[src/rtl/alu8_pkg.sv]
package alu8_pkg;

    typedef enum logic [2:0] {
        OP_ADD = 3'd0,
        OP_ADC = 3'd1,
        OP_SUB = 3'd2,
        OP_SBB = 3'd3,
        OP_AND = 3'd4,
        OP_OR  = 3'd5,
        OP_XOR = 3'd6,
        OP_CMP = 3'd7
    } alu_op_e;

    typedef struct packed {
        logic s;
        logic z;
        logic ac;
        logic p;
        logic cy;
    } alu_flags_t;

    localparam alu_flags_t FLAGS_CLEAR = '{s: 1'b0, z: 1'b0, ac: 1'b0, p: 1'b0, cy: 1'b0};

    function automatic logic [7:0] pack_status(input alu_flags_t f);
        return {f.s, f.z, 1'b0, f.ac, 1'b0, f.p, 1'b1, f.cy};
    endfunction

    function automatic logic is_logic_op(input alu_op_e o);
        return (o == OP_AND) || (o == OP_OR) || (o == OP_XOR);
    endfunction

    function automatic logic is_sub_op(input alu_op_e o);
        return (o == OP_SUB) || (o == OP_SBB) || (o == OP_CMP);
    endfunction

    function automatic logic uses_carry_in(input alu_op_e o);
        return (o == OP_ADC) || (o == OP_SBB);
    endfunction

endpackage

[src/rtl/alu8_addsub.sv]
module alu8_addsub #(
    parameter int WIDTH = 8
) (
    input  logic [WIDTH-1:0] a,
    input  logic [WIDTH-1:0] b,
    input  logic             cin,
    input  logic             sub,
    output logic [WIDTH-1:0] res,
    output logic             carry,
    output logic             half_carry
);
    localparam int HALF = WIDTH / 2;
    localparam int UPPER = WIDTH - HALF;

    logic [WIDTH-1:0] b_eff;
    logic             c0;
    logic [HALF:0]    lo_sum;
    logic [UPPER:0]   hi_sum;

    // Subtraction is done as a + ~b + ~borrow; raw carries are inverted to borrows.
    always_comb begin
        b_eff  = sub ? ~b : b;
        c0     = sub ? ~cin : cin;
        lo_sum = {1'b0, a[HALF-1:0]} + {1'b0, b_eff[HALF-1:0]} + {{HALF{1'b0}}, c0};
        hi_sum = {1'b0, a[WIDTH-1:HALF]} + {1'b0, b_eff[WIDTH-1:HALF]}
               + {{UPPER{1'b0}}, lo_sum[HALF]};
        res        = {hi_sum[UPPER-1:0], lo_sum[HALF-1:0]};
        carry      = sub ? ~hi_sum[UPPER] : hi_sum[UPPER];
        half_carry = sub ? ~lo_sum[HALF]  : lo_sum[HALF];
    end
endmodule

[src/rtl/alu8_logic.sv]
module alu8_logic
    import alu8_pkg::*;
#(
    parameter int WIDTH = 8
) (
    input  logic [WIDTH-1:0] a,
    input  logic [WIDTH-1:0] b,
    input  alu_op_e          op,
    output logic [WIDTH-1:0] res
);
    always_comb begin
        unique case (op)
            OP_AND:  res = a & b;
            OP_OR:   res = a | b;
            OP_XOR:  res = a ^ b;
            default: res = '0;
        endcase
    end
endmodule

[src/rtl/alu8_flaggen.sv]
module alu8_flaggen
    import alu8_pkg::*;
#(
    parameter int WIDTH = 8
) (
    input  logic [WIDTH-1:0] res,
    input  logic             arith,
    input  logic             carry,
    input  logic             half_carry,
    output alu_flags_t       flags
);
    always_comb begin
        flags.s  = res[WIDTH-1];
        flags.z  = (res == '0);
        flags.p  = ~^res;
        flags.cy = arith & carry;
        flags.ac = arith & half_carry;
    end
endmodule

[src/rtl/alu8_acc_unit.sv]
module alu8_acc_unit
    import alu8_pkg::*;
#(
    parameter int WIDTH = 8
) (
    input  logic             clk,
    input  logic             rst,
    input  logic             wr_en,
    input  logic [2:0]       op,
    input  logic [WIDTH-1:0] operand,
    output logic [WIDTH-1:0] acc_out,
    output logic             flag_s,
    output logic             flag_z,
    output logic             flag_ac,
    output logic             flag_p,
    output logic             flag_cy,
    output logic [7:0]       status_byte
);
    alu_op_e          op_q;
    logic [WIDTH-1:0] acc_r;
    alu_flags_t       flags_r;

    logic [WIDTH-1:0] as_res;
    logic             as_cy;
    logic             as_ac;
    logic [WIDTH-1:0] lg_res;
    logic             arith;
    logic             cin;
    logic [WIDTH-1:0] result;
    alu_flags_t       flags_nx;

    assign op_q  = alu_op_e'(op);
    assign arith = ~is_logic_op(op_q);
    assign cin   = uses_carry_in(op_q) & flags_r.cy;

    alu8_addsub #(.WIDTH(WIDTH)) u_addsub (
        .a          (acc_r),
        .b          (operand),
        .cin        (cin),
        .sub        (is_sub_op(op_q)),
        .res        (as_res),
        .carry      (as_cy),
        .half_carry (as_ac)
    );

    alu8_logic #(.WIDTH(WIDTH)) u_logic (
        .a   (acc_r),
        .b   (operand),
        .op  (op_q),
        .res (lg_res)
    );

    assign result = arith ? as_res : lg_res;

    alu8_flaggen #(.WIDTH(WIDTH)) u_flags (
        .res        (result),
        .arith      (arith),
        .carry      (as_cy),
        .half_carry (as_ac),
        .flags      (flags_nx)
    );

    always_ff @(posedge clk) begin
        if (rst) begin
            acc_r   <= '0;
            flags_r <= FLAGS_CLEAR;
        end else if (wr_en) begin
            flags_r <= flags_nx;
            if (op_q != OP_CMP) begin
                acc_r <= result;
            end
        end
    end

    assign acc_out     = acc_r;
    assign flag_s      = flags_r.s;
    assign flag_z      = flags_r.z;
    assign flag_ac     = flags_r.ac;
    assign flag_p      = flags_r.p;
    assign flag_cy     = flags_r.cy;
    assign status_byte = pack_status(flags_r);

    // Assertions

    assert_idle_hold_R10: assert property (@(posedge clk) disable iff (rst)
        !wr_en |=> ($stable(acc_r) && $stable(flags_r)));

    assert_cmp_keeps_acc_R5: assert property (@(posedge clk) disable iff (rst)
        (wr_en && op_q == OP_CMP) |=> $stable(acc_r));

    assert_logic_clears_R4: assert property (@(posedge clk) disable iff (rst)
        (wr_en && is_logic_op(op_q)) |=> (!flags_r.cy && !flags_r.ac));

    assert_sign_zero_R6: assert property (@(posedge clk) disable iff (rst)
        (wr_en && op_q != OP_CMP) |=> (flags_r.s == acc_r[WIDTH-1] && flags_r.z == (acc_r == '0)));

    assert_parity_R7: assert property (@(posedge clk) disable iff (rst)
        (wr_en && op_q != OP_CMP) |=> (flags_r.p == ~^acc_r));
endmodule

[config.mk]
export PLATFORM = sky130hd
export DESIGN_NAME = alu8_acc_unit
export DESIGN_NICKNAME = d
export VERILOG_FILES = /design/src/rtl/alu8_pkg.sv /design/src/rtl/alu8_addsub.sv /design/src/rtl/alu8_logic.sv /design/src/rtl/alu8_flaggen.sv /design/src/rtl/alu8_acc_unit.sv
export SDC_FILE = /design/constraint.sdc
export NUM_CORES = 1
export LEC_CHECK = 0
export BUFFER_PORTS_ARGS = -buffer_cell sky130_fd_sc_hd__buf_2
export CAP_MARGIN = 20
export CORE_UTILIZATION = 40
export DETAILED_ROUTE_END_ITERATION = 10
export PLACE_DENSITY = 0.74
export SKIP_CTS_REPAIR_TIMING = 1
export SYNTH_ARGS = -nofsm -noshare
export SYNTH_HDL_FRONTEND = slang
export SYNTH_SLANG_ARGS = --single-unit
[constraint.sdc]
create_clock -name clk -period 4.2 [get_ports clk]
set_clock_uncertainty 0.2 [all_clocks]
set_input_delay 0.42 -clock clk [delete_from_list [all_inputs] [get_ports clk]]
set_output_delay 0.42 -clock clk [all_outputs]
set_load 0.005 [all_outputs]
==> run_results.csv <==
group,metric,value,unit
setup_path,startpoint_type,"primary input",
synth,avgSynthCellArea,8.15,sq um
power_and_ir_drop,totalPowerFinal,624,uW
floorplan,core,3740,sq um
setup_path,r2r-start,"flag_cy",
flow_run,drv_cap,0,
floorplan,num_rows,22,
placed_design,place_inst,272,
global_route,grt_pass1_wl,6310,microns
drt,dr.pass1.iters,4,
timing,grt_setup_unrepaired,"no",
timing,post-route-period-util,94.1,%
outcome,status,"complete, no violations",
global_route,track_usage,19.0,%
synth,ys_async_sr_fraction,0,%
finish,fillers,384,
power_and_ir_drop,power_density,333,nW/um^2
clock_tree,cts.sinks,13,
placed_design,port-buffer-count,31,
finish,final_util,50.0,%
synth,synth-edff-count,0,
clock_tree,cts.clk_slew.worst_paths,0.07,ns
synth,netlist_area,1610,sq um
drt,ant_nets,0,
setup_path,reg2reg_depth,18,
drt,wl_per_cell,13.7,microns
hold_path,hold_path.startpoint,"rst",
finish,n_antenna_cell,0,
global_route,grt_overflow_total,0,
setup_path,crit_type,"in -> reg",
floorplan,io_pins,35,
clock_tree,cts-root-buf,"clkbuf_8",
synth,yosysSeqAreaShare,16.2,%
drt,num_vias,1465,
drt,drc,0,
finish,final_nets,273,
setup_path,cp.required,4.15,ns
synth,synth_seq_cells,13,
global_route,grt_max_degree,20,
clock_tree,htreeDepth,1,
setup_path,worst_r2r_endpoint,"flag_p",
synth,yosysWarnings,0,
finish,layout.cells.non_filler,276,
synth,synthFlopType,"dfxtp_1",
timing,fin_crit,3.95,ns
synth,synthCells,197,
floorplan,die_area,4270,sq um
timing,finalHoldViolations,0,
floorplan,start_util,42.9,%
drt,vias_per_cell,5.31,
synth,synth.distinct_cells,44,
clock_tree,clock_latency,0.25,ns
setup_path,worst-path-max-fanout,4,
drt,routed_wl,3790,microns
finish,drive_above_1_share,25.9,%
drt,drt-initial-drc-count,67,
global_route,grt_pass1_vias,1340,
finish,mostFrequentLayoutCell,"buf_2",
timing,timing.final.max_slew_violations,0,
setup_path,crit_arrival,3.91,ns
floorplan,die_h,65.4,microns
clock_tree,cts_made_buffers,3,
clock_tree,cts_tree,"done",
timing,final.setup.tns,0,ns
timing,hold_slack,0.237,ns
timing,fmax,253,MHz
power_and_ir_drop,peakVddDrop,0.164,mV
floorplan,die_x,65.4,microns
finish,syn2layout_area_growth,16.5,%
power_and_ir_drop,power.leakage,0.920,nW
hold_path,hold_path_class,"in -> reg",
setup_path,reg2reg_slack,0.29,ns
global_route,antenna_found_initial,0,
setup_path,end_kind,"flip-flop",
placed_design,place.gp.congestion,0.942,
timing,setup_viol,0,
finish,most-common-layout-cells,"31 x buf_2, 26 x ha_1, 21 x inv_1",
hold_path,min_path_cells,2,
clock_tree,clock_path_buffers,2,
placed_design,hpwl,2900,microns
hold_path,hold_path_end,"flag_p",
[routing by layer]
metal / part of all wire, % / global-route usage [%] / up-vias / wire [microns]
met5: 0 / 0 / - / 0
met4: 0.66 / 3.53 / 0 / 25
met3: 6.5 / 2.26 / 5 / 246
met2: 44 / 31.2 / 52 / 1670
met1: 49 / 26.7 / 680 / 1860
li1: - / - / 728 / -
[cells in the mapped netlist, types with 2 or more instances]
| library cell | number | area share [%] |
|---|---|---|
| a211oi_1 | 2 | 0.94 |
| a21o_1 | 3 | 1.4 |
| a21oi_1 | 8 | 2.5 |
| a221o_1 | 3 | 1.9 |
| a32o_1 | 2 | 1.2 |
| buf_2 | 3 | 0.94 |
| buf_4 | 9 | 4.2 |
| buf_6 | 2 | 1.4 |
| conb_1 | 2 | 0.47 |
| dfxtp_1 | 13 | 16 |
| fa_1 | 4 | 5.0 |
| ha_1 | 26 | 20 |
| inv_1 | 21 | 4.9 |
| mux2i_1 | 2 | 1.2 |
| nand2_1 | 14 | 3.3 |
| nand2b_1 | 3 | 1.2 |
| nand3_1 | 7 | 2.2 |
| nor2_1 | 14 | 3.3 |
| nor2b_1 | 3 | 1.2 |
| nor3_1 | 5 | 1.6 |
| nor3b_1 | 2 | 0.94 |
| o21ai_0 | 8 | 2.5 |
| o21ai_1 | 4 | 1.2 |
| o32ai_1 | 2 | 1.1 |
| o32ai_2 | 2 | 2.0 |
| or2_1 | 2 | 0.78 |
| xnor2_1 | 13 | 7.1 |
| xor2_1 | 2 | 1.1 |
[sequential cells by signal, summed over array words and instances (netlist names)]
name and flops:
acc_out 8, flag_ac 1, flag_cy 1, flag_p 1, flag_s 1, flag_z 1
[cell type report]
cell class              count  area, sq um  area share, %
multi-input cells         147         1190           63.5
clock buffers               4         45.0           2.41
repair buffers             41          230           12.3
flip-flops and latches     13          262           14.0
inverters                  23         86.3           4.62
well taps                  48         60.1           3.21
[per-stage QoR]
stage	area (sq um)	worst slack (ns)
2_1_floorplan	1610	0.0282
3_3_place_gp	1790	-0.00151
3_5_place_dp	1790	-0.164
4_1_cts	1840	0.0814
5_1_grt	1870	0.0127
6_report	1870	0.246
[how the worst max path moves through the flow]
stage | start | endpoint | slack (ns) | cells after the start
2_1_floorplan | op[0] | flag_p | 0.03 | 19
3_3_place_gp | op[2] | flag_p | -0.002 | 19
3_5_place_dp | op[2] | flag_p | -0.16 | 19
4_1_cts | op[2] | flag_p | 0.08 | 19
5_1_grt | op[2] | flag_p | 0.01 | 19
6_report | op[2] | flag_p | 0.25 | 19
[kinds of logic (layout without fill, tap and decap cells)]
family,count (synthesis),after routing,share of synthesized area (%)
and+or+nand+nor,54,54,16.1
AOI/OAI and AO/OA,43,43,20.3
buffers and inverters,38,68,12.2
adders and majority gates,30,30,25.3
xor gates and xnor gates,15,15,8.18
DFF,13,13,16.2
other,2,3,0.468
muxes,2,2,1.25
[critical path, stage by stage]
cell and delay [ns]:
buf_2 0.13, inv_2 0.07, buf_4 0.13, a32oi_1 0.13
fa_2 0.43, fa_2 0.35, nand2b_1 0.16, o2bb2ai_2 0.14
fa_2 0.33, inv_1 0.08, fa_1 0.44, nor2b_1 0.13
o21ai_1 0.10, o221ai_2 0.09, ha_1 0.29, xnor2_2 0.15
xnor2_1 0.13, mux2i_1 0.15, nor2_1 0.05
[report_power, final]
group | switching [mW] | internal (mW)
sequential | 0.0176 | 0.140
clock | 0.0554 | 0.0673
combinational | 0.172 | 0.171
(Power assumes the default switching activity.)
